==> src/rtl/atl_pkg.sv <==
// Package: shared encodings for the atomic lock controller.
// Assumes a four-state coherence encoding supplied by the tag pipeline.
package atl_pkg;

    // Coherence state codes as delivered with each request
    typedef enum logic [1:0] {
        MESI_I = 2'd0,
        MESI_S = 2'd1,
        MESI_E = 2'd2,
        MESI_M = 2'd3
    } mesi_e;

    // Sequencer phases of one locked operation
    typedef enum logic [2:0] {
        ST_IDLE = 3'd0,
        ST_LOCK = 3'd1,
        ST_RD   = 3'd2,
        ST_MOD  = 3'd3,
        ST_WR   = 3'd4,
        ST_REL  = 3'd5
    } seq_e;

    // Byte count for a size code
    function automatic logic [3:0] size_bytes(input logic [1:0] code);
        return 4'd1 << code;
    endfunction

endpackage

==> src/rtl/atl_path_sel.sv <==
// Module: atl_path_sel
// Decides at acceptance whether a locked operation may be kept inside the
// cache or must fall back to the global bus lock. Purely combinational.
// Assumes LINE_BYTES is a power of two and the offset is the low address bits.
module atl_path_sel
    import atl_pkg::*;
#(
    parameter int LINE_BYTES = 16,
    localparam int OFF_W     = $clog2(LINE_BYTES),
    localparam int END_W     = OFF_W + 4
) (
    input  logic [OFF_W-1:0] line_off,
    input  logic [1:0]       size_code,
    input  logic             wb_cacheable,
    input  logic [1:0]       line_state,
    output logic             use_bus
);

    logic [END_W-1:0] end_pos;
    logic             crosses;
    logic             owned;

    // Classify the access: line crossing, exclusive ownership, final path
    always_comb begin
        end_pos = END_W'(line_off) + END_W'(size_bytes(size_code));
        crosses = end_pos > END_W'(LINE_BYTES);
        owned   = (line_state == MESI_M) || (line_state == MESI_E);
        use_bus = !(wb_cacheable && owned && !crosses);
    end

endmodule

==> src/rtl/atl_seq.sv <==
// Module: atl_seq
// Steps one locked operation through lock acquire, read, modify, write and
// release. Holds either the in-cache snoop block or the bus lock request for
// the whole operation and drops it in the release phase.
// Assumes array read data arrives one cycle after the read strobe.
module atl_seq
    import atl_pkg::*;
#(
    parameter int ADDR_W  = 16,
    parameter int DATA_W  = 32,
    localparam int NBYTES = DATA_W / 8
) (
    input  logic              clk,
    input  logic              rst_n,
    input  logic              start,
    input  logic              start_bus,
    input  logic [ADDR_W-1:0] start_addr,
    input  logic [1:0]        start_size,
    input  logic [DATA_W-1:0] start_opnd,
    input  logic              bus_lock_gnt,
    input  logic [DATA_W-1:0] arr_rd_data,
    output logic              busy,
    output logic              arr_rd_en,
    output logic              arr_wr_en,
    output logic [ADDR_W-1:0] arr_addr,
    output logic [DATA_W-1:0] arr_wr_data,
    output logic              bus_lock_req,
    output logic              blk,
    output logic              done,
    output logic [DATA_W-1:0] done_old
);

    seq_e              state_q;
    logic              bus_q;
    logic [ADDR_W-1:0] addr_q;
    logic [1:0]        size_q;
    logic [DATA_W-1:0] opnd_q;
    logic [DATA_W-1:0] old_q;
    logic [DATA_W-1:0] new_q;
    logic [DATA_W-1:0] mask;
    logic              holding;

    // Byte-enable mask of the current access size
    always_comb begin
        mask = '0;
        for (int b = 0; b < NBYTES; b++) begin
            if (b < int'(size_bytes(size_q))) mask[b*8 +: 8] = 8'hFF;
        end
    end

    // Phase register and step ordering
    always_ff @(posedge clk) begin
        if (!rst_n) begin
            state_q <= ST_IDLE;
        end else begin
            unique case (state_q)
                ST_IDLE: if (start) state_q <= start_bus ? ST_LOCK : ST_RD;
                ST_LOCK: if (bus_lock_gnt) state_q <= ST_RD;
                ST_RD:   state_q <= ST_MOD;
                ST_MOD:  state_q <= ST_WR;
                ST_WR:   state_q <= ST_REL;
                ST_REL:  state_q <= ST_IDLE;
                default: state_q <= ST_IDLE;
            endcase
        end
    end

    // Capture the request attributes at acceptance
    always_ff @(posedge clk) begin
        if (!rst_n) begin
            bus_q  <= 1'b0;
            addr_q <= '0;
            size_q <= '0;
            opnd_q <= '0;
        end else if (start && state_q == ST_IDLE) begin
            bus_q  <= start_bus;
            addr_q <= start_addr;
            size_q <= start_size;
            opnd_q <= start_opnd;
        end
    end

    // Modify step: keep old value and compute the sum within the size
    always_ff @(posedge clk) begin
        if (!rst_n) begin
            old_q <= '0;
            new_q <= '0;
        end else if (state_q == ST_MOD) begin
            old_q <= arr_rd_data & mask;
            new_q <= (arr_rd_data + opnd_q) & mask;
        end
    end

    // Output decode from phase and chosen path
    always_comb begin
        holding      = (state_q == ST_RD) || (state_q == ST_MOD) || (state_q == ST_WR);
        busy         = state_q != ST_IDLE;
        arr_rd_en    = state_q == ST_RD;
        arr_wr_en    = state_q == ST_WR;
        arr_addr     = addr_q;
        arr_wr_data  = new_q;
        bus_lock_req = bus_q && (holding || state_q == ST_LOCK);
        blk          = !bus_q && holding;
        done         = state_q == ST_REL;
        done_old     = old_q;
    end

endmodule

==> src/rtl/atl_snoop_q.sv <==
// Module: atl_snoop_q
// Holds external snoops aimed at the locked line while the in-cache block is
// active, and forwards held snoops in arrival order once it drops. Any snoop
// arriving while older ones wait is queued behind them to keep the order.
// Assumes the lock lasts few enough cycles that DEPTH entries never overflow.
module atl_snoop_q #(
    parameter int ADDR_W  = 16,
    parameter int OFF_W   = 4,
    parameter int DEPTH   = 4,
    localparam int PTR_W  = (DEPTH > 1) ? $clog2(DEPTH) : 1,
    localparam int CNT_W  = $clog2(DEPTH + 1),
    localparam int LINE_W = ADDR_W - OFF_W
) (
    input  logic              clk,
    input  logic              rst_n,
    input  logic              snp_in_valid,
    input  logic [ADDR_W-1:0] snp_in_addr,
    input  logic              blk,
    input  logic [LINE_W-1:0] lock_line,
    output logic              snp_stall,
    output logic              snp_out_valid,
    output logic [ADDR_W-1:0] snp_out_addr,
    output logic [CNT_W-1:0]  cnt
);

    logic [ADDR_W-1:0] slot_q [DEPTH];
    logic [PTR_W-1:0]  wr_ptr_q;
    logic [PTR_W-1:0]  rd_ptr_q;
    logic [CNT_W-1:0]  cnt_q;
    logic              nonempty;
    logic              hold;
    logic              push;
    logic              pop;

    // Hold and forward decisions
    always_comb begin
        nonempty      = cnt_q != '0;
        hold          = nonempty || (blk && snp_in_addr[ADDR_W-1:OFF_W] == lock_line);
        push          = snp_in_valid && hold;
        pop           = nonempty && !blk;
        snp_stall     = push;
        snp_out_valid = pop || (snp_in_valid && !hold);
        snp_out_addr  = pop ? slot_q[rd_ptr_q] : snp_in_addr;
        cnt           = cnt_q;
    end

    // Pointer and occupancy bookkeeping of the ring
    always_ff @(posedge clk) begin
        if (!rst_n) begin
            wr_ptr_q <= '0;
            rd_ptr_q <= '0;
            cnt_q    <= '0;
        end else begin
            if (push) wr_ptr_q <= (wr_ptr_q == PTR_W'(DEPTH - 1)) ? '0 : wr_ptr_q + 1'b1;
            if (pop)  rd_ptr_q <= (rd_ptr_q == PTR_W'(DEPTH - 1)) ? '0 : rd_ptr_q + 1'b1;
            if (push && !pop)      cnt_q <= cnt_q + 1'b1;
            else if (pop && !push) cnt_q <= cnt_q - 1'b1;
        end
    end

    // Snoop address storage
    always_ff @(posedge clk) begin
        if (push) slot_q[wr_ptr_q] <= snp_in_addr;
    end

endmodule

==> src/rtl/atomic_line_lock.sv <==
// Module: atomic_line_lock (top)
// Accepts one locked add at a time, chooses in-cache locking or the global
// bus lock, sequences read/modify/write on the data array and holds back
// snoops to the locked line. Assumes the coherence state and cacheability
// presented with the request are current in the acceptance cycle.
module atomic_line_lock #(
    parameter int ADDR_W     = 16,
    parameter int DATA_W     = 32,
    parameter int LINE_BYTES = 16,
    parameter int SNQ_DEPTH  = 4,
    localparam int OFF_W     = $clog2(LINE_BYTES),
    localparam int CNT_W     = $clog2(SNQ_DEPTH + 1)
) (
    input  logic              clk,
    input  logic              rst_n,
    input  logic              req_valid,
    output logic              req_ready,
    input  logic [ADDR_W-1:0] req_addr,
    input  logic [1:0]        req_size,
    input  logic              req_wb,
    input  logic [1:0]        req_line_state,
    input  logic [DATA_W-1:0] req_operand,
    output logic              arr_rd_en,
    output logic              arr_wr_en,
    output logic [ADDR_W-1:0] arr_addr,
    input  logic [DATA_W-1:0] arr_rd_data,
    output logic [DATA_W-1:0] arr_wr_data,
    output logic              bus_lock_req,
    input  logic              bus_lock_gnt,
    input  logic              snp_in_valid,
    input  logic [ADDR_W-1:0] snp_in_addr,
    output logic              snp_stall,
    output logic              snp_out_valid,
    output logic [ADDR_W-1:0] snp_out_addr,
    output logic              done,
    output logic [DATA_W-1:0] done_old
);

    logic             use_bus;
    logic             busy;
    logic             blk;
    logic             fire;
    logic [CNT_W-1:0] snq_cnt;

    // Accept only when idle and no held snoop is pending
    always_comb begin
        req_ready = !busy && (snq_cnt == '0);
        fire      = req_valid && req_ready;
    end

    atl_path_sel #(.LINE_BYTES(LINE_BYTES)) u_sel (
        .line_off     (req_addr[OFF_W-1:0]),
        .size_code    (req_size),
        .wb_cacheable (req_wb),
        .line_state   (req_line_state),
        .use_bus      (use_bus)
    );

    atl_seq #(.ADDR_W(ADDR_W), .DATA_W(DATA_W)) u_seq (
        .clk          (clk),
        .rst_n        (rst_n),
        .start        (fire),
        .start_bus    (use_bus),
        .start_addr   (req_addr),
        .start_size   (req_size),
        .start_opnd   (req_operand),
        .bus_lock_gnt (bus_lock_gnt),
        .arr_rd_data  (arr_rd_data),
        .busy         (busy),
        .arr_rd_en    (arr_rd_en),
        .arr_wr_en    (arr_wr_en),
        .arr_addr     (arr_addr),
        .arr_wr_data  (arr_wr_data),
        .bus_lock_req (bus_lock_req),
        .blk          (blk),
        .done         (done),
        .done_old     (done_old)
    );

    atl_snoop_q #(.ADDR_W(ADDR_W), .OFF_W(OFF_W), .DEPTH(SNQ_DEPTH)) u_snq (
        .clk           (clk),
        .rst_n         (rst_n),
        .snp_in_valid  (snp_in_valid),
        .snp_in_addr   (snp_in_addr),
        .blk           (blk),
        .lock_line     (arr_addr[ADDR_W-1:OFF_W]),
        .snp_stall     (snp_stall),
        .snp_out_valid (snp_out_valid),
        .snp_out_addr  (snp_out_addr),
        .cnt           (snq_cnt)
    );

endmodule

==> config.mk <==
export PLATFORM = sky130hd
export DESIGN_NAME = atomic_line_lock
export DESIGN_NICKNAME = d
export VERILOG_FILES = /design/src/rtl/atl_pkg.sv /design/src/rtl/atl_path_sel.sv /design/src/rtl/atl_seq.sv /design/src/rtl/atl_snoop_q.sv /design/src/rtl/atomic_line_lock.sv
export SDC_FILE = /design/constraint.sdc
export NUM_CORES = 1
export LEC_CHECK = 0
export CORE_MARGIN = 2
export CORE_UTILIZATION = 28
export DETAILED_ROUTE_END_ITERATION = 16
export PLACE_DENSITY_LB_ADDON = 0.2
export SYNTH_ARGS = -nofsm -noshare
export SYNTH_HDL_FRONTEND = slang
export SYNTH_HIERARCHICAL = 1
export SYNTH_SLANG_ARGS = --single-unit
==> constraint.sdc <==
create_clock -name clk -period 5.3 [get_ports clk]
set_input_delay 0.795 -clock clk [delete_from_list [all_inputs] [get_ports clk]]
set_output_delay 0.795 -clock clk [all_outputs]
set_load 0.02 [all_outputs]
Word level (Yosys, flattened, before mapping). Memories as Yosys holds them, arrays and structs flattened. A register that Yosys moved wholly into a read port is not among the register bits. Cells that the tools add are included.

Register bits after elaboration: 125. Bits in latches: 0. RAM bits: 64. ROM bits: 0. Input bits: 106. Output and inout port bits: 103. Word-level logic and storage cells: 88. Memories: 1.

Memories: u_snq.slot_q (words 4, width 16, read ports 1, clocked after memory_dff 1, write ports 1, RTL line atl_snoop_q.sv:26) `logic [ADDR_W-1:0] slot_q [DEPTH];`.

$add $sub $neg: 6. Multiply operators: 0. Div/mod/pow operators: 0. Order comparisons: 5. Eq/ne operators: 12. Shifts and indexed selects: 2. Mux-type cells: 17. Bitwise operators: 2. Reduce and logical (&&, ||, !) cells: 33.

Operator list (count): AND 32 bit (2); adder 32 bit (1); 2-to-1 mux 8 bit (4); 2-to-1 mux 16 bit (1); one-hot mux 3 bit (5 select lines) (1); logical AND 1 bit (13); == test 12 bit (1); 2-to-1 mux 3 bit (4); 2-to-1 mux 2 bit (5); == test 2 bit, second input constant (4); > comparator 8 x 5 -> 1 bit, second input constant (1); logical NOT 1 bit (8); < comparator 1 x 4 -> 1 bit, first input constant (2); < comparator 2 x 4 -> 1 bit, first input constant (2); << shifter 1 x 2 -> 4 bit, first input constant (2); == test 3 x 2 -> 1 bit, second input constant (2); == test 3 bit, second input constant (2); logical NOT 3 bit (2); logical OR 1 bit (6); nonzero test 3 bit (2); adder 4 x 4 -> 5 bit (1); adder 2 x 1 -> 2 bit, second input constant (2); adder 3 x 1 -> 3 bit, second input constant (1); == test 3 x 1 -> 1 bit, second input constant (1); 6 further kinds (7).

Logic depth before layout (Yosys ltp). Gate-level depths: netlist of the first run.

Word-level depth: 11. Gate-level depth with buffers: 12. Depth with buffers taken out: 12.

Modules after synthesis. Netlist of the first run, hierarchy kept.

Modules (own cells, without submodules): atl_seq (times used 1, cells an instance 744, area an instance 5829.3 sq um, seq. area each 2362.3 sq um); atl_snoop_q (times used 1, cells an instance 179, area an instance 3133.0 sq um, seq. area each 2102.0 sq um); atl_path_sel (times used 1, cells an instance 23, area an instance 180.2 sq um, seq. area each 0.0 sq um); atomic_line_lock (times used 1, cells an instance 2, area an instance 18.8 sq um, seq. area each 0.0 sq um).

Worst setup path before layout of the first run. Ideal clock, no wire load.

Kind: input port to flip-flop. From: input port snp_in_addr[10]. To: register u_snq.cnt_q[2], in the netlist u_snq/cnt[2]. Setup time: 0.076 ns. Data arrival time: 2.942 ns. Data required time: 5.224 ns. Path slack: 2.283 ns. Cell stages on the path: 10. Path buffers: 0. Cell sequence: xnor2_1 nand4_1 or4_4 o21ai_4 ha_1 inv_1 fa_1 xor2_1 or3_1 a21boi_0.

Longest elaborated chain between the ends: 7. Elaborated cells on any way between the ends: 9. Those cells by class: eq/ne: 1; mux: 1; reduce/logical: 7.

RTL lines: from (decl) (RTL line atomic_line_lock.sv:31) `input logic [ADDR_W-1:0] snp_in_addr,`; == test 12 bit * (RTL line atl_snoop_q.sv:38) `hold = nonempty || (blk && snp_in_addr[ADDR_W-1:OFF_W] == lock_line);`; logical AND 1 bit * (RTL line atl_snoop_q.sv:38); logical OR 1 bit * (RTL line atl_snoop_q.sv:38); logical AND 1 bit * (RTL line atl_snoop_q.sv:39) `push = snp_in_valid && hold;`; net snp_stall (RTL line atomic_line_lock.sv:32) `output logic snp_stall,`; logical NOT 1 bit (RTL line atl_snoop_q.sv:57) `else if (pop && !push) cnt_q <= cnt_q - 1'b1;`; logical AND 1 bit (RTL line atl_snoop_q.sv:57); nonzero test 2 bit (no source line); to (signal assigned) (RTL line atl_snoop_q.sv:56) `if (push && !pop) cnt_q <= cnt_q + 1'b1;`; to (signal assigned) (RTL line atl_snoop_q.sv:57); to (decl) (RTL line atl_snoop_q.sv:29) `logic [CNT_W-1:0] cnt_q;`.

The timed path passes the listed nets; every way through them passes the cells marked *. A chain may end at the register's enable or synchronous reset.

Final worst setup path of the first run.
From: input port snp_in_addr[10]. To: output port snp_stall.

Longest elaborated chain between the ends: 4.

RTL lines (RTL line): == test 12 bit (atl_snoop_q.sv:38); logical AND 1 bit (atl_snoop_q.sv:38); logical OR 1 bit (atl_snoop_q.sv:38); logical AND 1 bit (atl_snoop_q.sv:39); to (decl) (atomic_line_lock.sv:32).

Every way passes these cells.

==> results of run 1 <==
cell type report:
cell class | count | area share, %
well taps | 442 | 4.51
inverters | 20 | 0.623
flip-flops and latches | 191 | 36.4
clock buffers | 17 | 3.47
clock inverters | 15 | 1.58
repair buffers | 217 | 17.5
multi-input cells | 686 | 35.8
final timing paths:
path	endpoint	cells past startpoint	startpoint
setup / recovery	snp_stall	6	snp_in_addr[10]
hold / removal	u_seq/done_old[27]$_SDFFE_PN0P_	2	u_seq/done_old[27]$_SDFFE_PN0P_
setup reg to reg	u_snq/cnt[2]$_SDFFE_PN0P_	12	u_seq/state_q[0]$_SDFFE_PN0P_
hold reg to reg	u_seq/done_old[27]$_SDFFE_PN0P_	2	u_seq/done_old[27]$_SDFFE_PN0P_
logic make-up after synthesis:
group / after synthesis / synth area share, %
fa+ha+maj: 44 / 6.26
xor+xnor: 42 / 4.02
flops: 191 / 48.7
simple gates: 337 / 16.3
compound gates: 231 / 15.4
mux: 32 / 5.85
buf+inv: 71 / 3.47
through the flow:
stage	area (um^2)	hold WS (ns)	worst slack, ns	std cells
final	12300	0.455	1.36	1588
after global routing	12300	0.473	1.21	1588
after global placement	11600	0.434	1.34	1556
after detailed placement	11600	0.446	1.33	1556
after floorplan	9160	0.436	2.28	948
after CTS	12300	0.458	1.33	1588
placed cells by master (no fill, tap or decap), types with 18 or more instances in the layout:
master | Yosys | routed
sky130_fd_sc_hd__nand3_1 | 25 | 25
sky130_fd_sc_hd__clkdlybuf4s50_1 | 0 | 207
sky130_fd_sc_hd__dfxtp_1 | 127 | 127
sky130_fd_sc_hd__xnor2_1 | 28 | 28
sky130_fd_sc_hd__nor2_1 | 38 | 37
sky130_fd_sc_hd__o21ai_0 | 32 | 32
sky130_fd_sc_hd__edfxtp_1 | 64 | 64
sky130_fd_sc_hd__inv_1 | 18 | 18
sky130_fd_sc_hd__ha_1 | 41 | 41
sky130_fd_sc_hd__nand2_1 | 209 | 208
sky130_fd_sc_hd__a21oi_1 | 120 | 120
power by group through the flow:
stage	logic (mW)	registers, mW	clock network (mW)
after floorplan	1.32	1.86	0
after global placement	2.00	1.91	0
after detailed placement	2.01	1.91	0
after CTS	2.02	1.88	1.41
after global routing	2.19	1.91	1.47
final	1.99	1.87	1.35
metal layers:
metal  wire [um]  track usage [%]  vias up
li1            -                -     3724
met1       12300             20.7     3579
met2       12500             26.3      165
met3        1530             4.15        6
met4         133             3.05        0
met5           0                0        -
synthesized netlist by cell type, drive strengths merged, types with 8 or more instances:
| cell | instances | share of area [%] |
|---|---|---|
| mux2 | 12 | 1.5 |
| xnor2 | 28 | 2.7 |
| nor2b | 9 | 0.61 |
| and2 | 9 | 0.61 |
| nor2 | 40 | 1.7 |
| nand4 | 8 | 0.55 |
| a21oi | 122 | 6.8 |
| edfxtp | 64 | 21 |
| mux4 | 16 | 3.9 |
| dfxtp | 127 | 28 |
| ha | 41 | 5.6 |
| nand3 | 25 | 1.4 |
| clkbuf | 37 | 1.6 |
| a22oi | 14 | 1.1 |
| nor3 | 8 | 0.49 |
| nand2 | 209 | 8.6 |
| a21o | 19 | 1.7 |
| inv | 20 | 0.82 |
| xor2 | 14 | 1.3 |
| a31oi | 9 | 0.78 |
| o21ai | 33 | 1.9 |
| buf | 14 | 1.0 |
state kept, by name, summed over array words and instances (netlist names), named ones only:
name,flops
u_snq/slot_q,64
u_seq/arr_wr_data,32
u_seq/done_old,32
u_seq/opnd_q,32
u_seq/arr_addr,16
u_seq/state_q,3
u_snq/cnt,3
u_seq/size_q,2
u_snq/rd_ptr_q,2
u_snq/wr_ptr_q,2
u_seq/bus_q,1
worst max-delay path, cell delays in order:
cell and delay [ns]:
sky130_fd_sc_hd__clkdlybuf4s50_1 0.61, sky130_fd_sc_hd__xnor2_1 0.15, sky130_fd_sc_hd__nand4_1 0.18, sky130_fd_sc_hd__or4_4 0.57, sky130_fd_sc_hd__o21ai_4 0.14, sky130_fd_sc_hd__clkdlybuf4s50_1 0.70
==> impl_metrics.yaml, run 1 <==
floorplanning:
  dieWidth_um: 185
  fp.coreArea_um2: 32400
  design.die.area_um2: 34200
  number_of_placed_i_o_pins: 209
  rows: 66
  die_height_um: 185
  floorplan.initialDensity_pct: 28.3
power_and_ir_drop:
  power_per_cell_area_nw_per_um2: 426
  vdd_ir_drop_max_mv: 0.249
  design_power_mw: 5.21
  pwr-share-seq_pct: 35.9
  power.static_leakage_nw: 4.35
  p_sw_mw: 1.96
  switching_share_pct: 37.5
  cellInternalPower_mw: 3.26
  p_clk_share_pct: 25.9
  power.combinational.fraction_pct: 38.2
setup_path:
  worstSetupPathType: "input pin to output pin"
  critPathCaptureType: "output pin"
  required_time_at_the_worst_slack_endpoint_ns: 4.51
  peak_fanout_along_the_critical_path: 8
  arrival_ns: 3.15
  rrSetupSlack_ns: 2.27
  startpoint_type: "input pin"
global_route:
  grt_usage_pct: 15.8
  grt_start_max_net_pins: 60
  global_route_wire_length_before_repair_um: 41900
  overflow: 0
  antenna_found_initial: 0
  grt_pass1_vias: 7572
cts:
  htree_levels: 4
  post_cts_setup_buffers: 0
  sink_count: 191
  clk_path_buf_depth: 2
  cts.hold.buffers_added: 0
  clock_insertion_delay_worst_skew_ns: 0.43
  clkSlewWorstSetupHoldPaths_ns: 0.08
  post_cts_resized: 0
  tritoncts: "built"
  cts_buffer_count: 17
  cts_root_buf: "sky130_fd_sc_hd__clkbuf_16"
timing:
  maxSlewHeadroom_pct: 30.2
  layout_min_cycle_time_ns: 3.94
  setup_viol_count_final: 0
  max_freq_ghz: 0.254
  worstMarginPinSlew_ns: 1.04
  rsz0062_at_grt: "false"
  finalMaxSlewViolations: 0
  fin_worst_skew_ns: 0.0175
  ratio_of_final_minimum_period_to_clock_period_pct: 74.4
  final.setup.tns_ns: 0
  hold_viol: 0
final_layout:
  fillerInstances: 3325
  post_route_cells_drive_above_1_share_pct: 7.94
  final_util_pct: 37.8
  multi_input_area_um2: 4390
  antenna_cells: 0
  final-seq-area_um2: 4460
  final_nets: 1283
  syn_to_final_growth_pct: 33.7
logic_synthesis:
  synthesis.area_per_instance_um2: 9.66
  postSynthNetCount: 1098
  synth_warnings: 6
  synth_cell_type_count: 71
  ys_dominant_reg_cell: "sky130_fd_sc_hd__dfxtp_1"
  number_of_synthesized_register_bits: 191
  synth_enable_flop_cells: 64
  cells_after_synth: 948
  synthesized_area_um2: 9160
  synth.yosys.seq_area_share_pct: 48.7
  ys_async_sr_fraction_pct: 0
routing:
  drt_first_pass_iters: 5
  totalWireLength_um: 26500
  initialDrtViolationCount: 393
  post-route-drc-count: 0
  drt-vias-per-instance: 4.71
  via_count: 7474
  routed_length_per_instance_um: 16.7
  number_of_nets_still_failing_antenna_checks_after_routing: 0
run_status:
  run_status: "completed"
place:
  estimated_wirelength_of_the_detail_placed_design_um: 18700
  finalWeightedCongestion: 0.793
  buffer_ports.inserted: 207
flow_run:
  drv_cap: 0
worst_hold_path:
  min_path_type: "register to register"
(Power assumes the default switching activity.)
==> run 2: changes to the inputs <==
==> constraint.sdc (replaced) <==
create_clock -name clk -period 3.7 [get_ports clk]
set_input_delay 0.555 -clock clk [delete_from_list [all_inputs] [get_ports clk]]
set_output_delay 0.555 -clock clk [all_outputs]
set_load 0.02 [all_outputs]
==> impl_metrics.yaml, run 2 (synthesis gave the netlist of run 1 again) <==
run_status:
  run_status: "completed"
routing:
  drt_first_pass_iters: 6
  number_of_nets_still_failing_antenna_checks_after_routing: 0
  totalWireLength_um: 26400
  via_count: 7529
  post-route-drc-count: 0
  drt-vias-per-instance: 4.70
  routed_length_per_instance_um: 16.5
  initialDrtViolationCount: 431
global_route:
  overflow: 0
  grt_start_max_net_pins: 62
  global_route_wire_length_before_repair_um: 41000
  grt_usage_pct: 15.6
  antenna_found_initial: 1
  grt_pass1_vias: 7460
floorplanning:
  floorplan.initialDensity_pct: 28.3
  number_of_placed_i_o_pins: 209
  die_height_um: 185
  dieWidth_um: 185
  rows: 66
  fp.coreArea_um2: 32400
  design.die.area_um2: 34200
power_and_ir_drop:
  power.combinational.fraction_pct: 40.5
  p_clk_share_pct: 24.3
  design_power_mw: 7.37
  pwr-share-seq_pct: 35.2
  cellInternalPower_mw: 4.64
  vdd_ir_drop_max_mv: 0.457
  power.static_leakage_nw: 4.40
  p_sw_mw: 2.73
  power_per_cell_area_nw_per_um2: 599
  switching_share_pct: 37.0
final_layout:
  flip_flop_count_of_the_largest_register_all_copies_and_words_added: 64
  layout.cells.most_common_list: "sky130_fd_sc_hd__nand2_1 (208), sky130_fd_sc_hd__clkdlybuf4s50_1 (207), sky130_fd_sc_hd__dfxtp_1 (127), sky130_fd_sc_hd__a21oi_1 (120), sky130_fd_sc_hd__edfxtp_1 (64)"
  final-seq-area_um2: 4460
  regMostFlops: "u_snq/slot_q"
  most_common_cell_after_layout_fill_and_taps_aside: "sky130_fd_sc_hd__nand2_1"
  postLayoutCellArea_um2: 12300
  post_route_cells_drive_above_1_share_pct: 9.05
  final_util_pct: 38.0
  multi_input_area_um2: 4390
  fillerInstances: 3282
  antenna_cells: 0
  syn_to_final_growth_pct: 34.3
  final_nets: 1298
timing:
  final.setup.tns_ns: 0
  setup_viol_count_final: 0
  ratio_of_final_minimum_period_to_clock_period_pct: 93.8
  finalMaxSlewViolations: 0
  fin_worst_skew_ns: 0.0116
  max_freq_ghz: 0.288
  layout_min_cycle_time_ns: 3.47
  finalHoldWorstSlack_ns: 0.451
  hold_viol: 0
  maxSlewHeadroom_pct: 43.1
  worstMarginPinSlew_ns: 0.853
  rsz0062_at_grt: "false"
cts:
  clock_insertion_delay_worst_skew_ns: 0.44
  cts_buffer_count: 17
  tritoncts: "built"
  cts_root_buf: "sky130_fd_sc_hd__clkbuf_16"
  post_cts_resized: 0
  htree_levels: 4
  clk_path_buf_depth: 2
  post_cts_setup_buffers: 0
  sink_count: 191
  cts.hold.buffers_added: 0
  clkSlewWorstSetupHoldPaths_ns: 0.07
setup_path:
  required_time_at_the_worst_slack_endpoint_ns: 3.14
  peak_fanout_along_the_critical_path: 8
  reg2reg_depth: 12
  startpoint_type: "register"
  worstReg2RegEnd: "u_snq/cnt[2]$_SDFFE_PN0P_"
  worstSetupPathType: "register to output pin"
  critPathCaptureType: "output pin"
  rr_startpoint: "u_seq/state_q[0]$_SDFFE_PN0P_"
  arrival_ns: 2.91
  rrSetupSlack_ns: 0.57
  timing.critical_path.to: "snp_stall"
  critical_path_start: "u_seq/state_q[0]$_SDFFE_PN0P_"
worst_hold_path:
  min_path_type: "register to register"
place:
  finalWeightedCongestion: 0.859
  estimated_wirelength_of_the_detail_placed_design_um: 18900
  buffer_ports.inserted: 207
  place_area_um2: 11800
flow_run:
  drv_cap: 0
run 2: cell types whose count changed in the layout (fill, tap and decap cells not counted), sizes merged:
| cell | previous run | this run |
|---|---|---|
| clkinvlp | 0 | 3 |
| clkinv | 6 | 4 |
| buf | 10 | 25 |
| inv | 29 | 27 |
run 2: how the worst min path moves through the flow:
stage	cells after the start	start	slack, ns	endpoint
floorplan	2	u_seq/size_q[0]$_SDFFE_PN0P_	0.44	u_seq/size_q[0]$_SDFFE_PN0P_
global placement	2	u_seq/arr_wr_data[19]$_SDFFE_PN0P_	0.44	u_seq/arr_wr_data[19]$_SDFFE_PN0P_
detailed placement	2	u_seq/done_old[21]$_SDFFE_PN0P_	0.45	u_seq/done_old[21]$_SDFFE_PN0P_
CTS	2	u_seq/arr_wr_data[5]$_SDFFE_PN0P_	0.45	u_seq/arr_wr_data[5]$_SDFFE_PN0P_
global route	2	u_seq/arr_wr_data[7]$_SDFFE_PN0P_	0.47	u_seq/arr_wr_data[7]$_SDFFE_PN0P_
finish	2	u_seq/arr_wr_data[5]$_SDFFE_PN0P_	0.45	u_seq/arr_wr_data[5]$_SDFFE_PN0P_
run 2: area by class of cell:
type | instances | area share (%)
Multi-Input combinational cell | 686 | 35.7
Tap cell | 442 | 4.49
Timing Repair Buffer | 232 | 18.5
Inverter | 20 | 0.620
Clock buffer | 17 | 3.46
Sequential cell | 191 | 36.3
Clock inverter | 14 | 1.02
run 2: per-stage QoR:
| stage | setup slack (ns) | std cells |
|---|---|---|
| after floorplan | 0.880 | 948 |
| after global placement | 0.116 | 1571 |
| after detailed placement | 0.0897 | 1571 |
| after CTS | 0.202 | 1602 |
| after global routing | 0.0715 | 1602 |
| final | 0.230 | 1602 |
run 2: critical path, cell delays in order, from the launching register on:
cell	delay [ns]
sky130_fd_sc_hd__dfxtp_1	0.38
sky130_fd_sc_hd__nor2_1	0.15
sky130_fd_sc_hd__nand2_1	0.11
sky130_fd_sc_hd__a21oi_1	0.43
sky130_fd_sc_hd__nand3_1	0.12
sky130_fd_sc_hd__or4_4	0.45
sky130_fd_sc_hd__o21ai_4	0.14
sky130_fd_sc_hd__clkdlybuf4s50_1	0.69
run 2: power by group through the flow:
stage          logic (mW)  clock network [mW]  registers (mW)
3_3_place_gp         3.01                   0            2.64
2_1_floorplan        1.89                   0            2.67
6_report             2.99                1.79            2.59
3_5_place_dp         3.01                   0            2.64
5_1_grt              3.28                1.94            2.62
4_1_cts              3.03                1.85            2.59
run 2: per-layer routing:
layer / up-vias / track usage, % / routed length, um
li1: 3754 / - / -
met1: 3573 / 19.8 / 12300
met2: 177 / 25.9 / 12300
met3: 23 / 4.40 / 1460
met4: 2 / 4.06 / 318
met5: - / 0 / 13
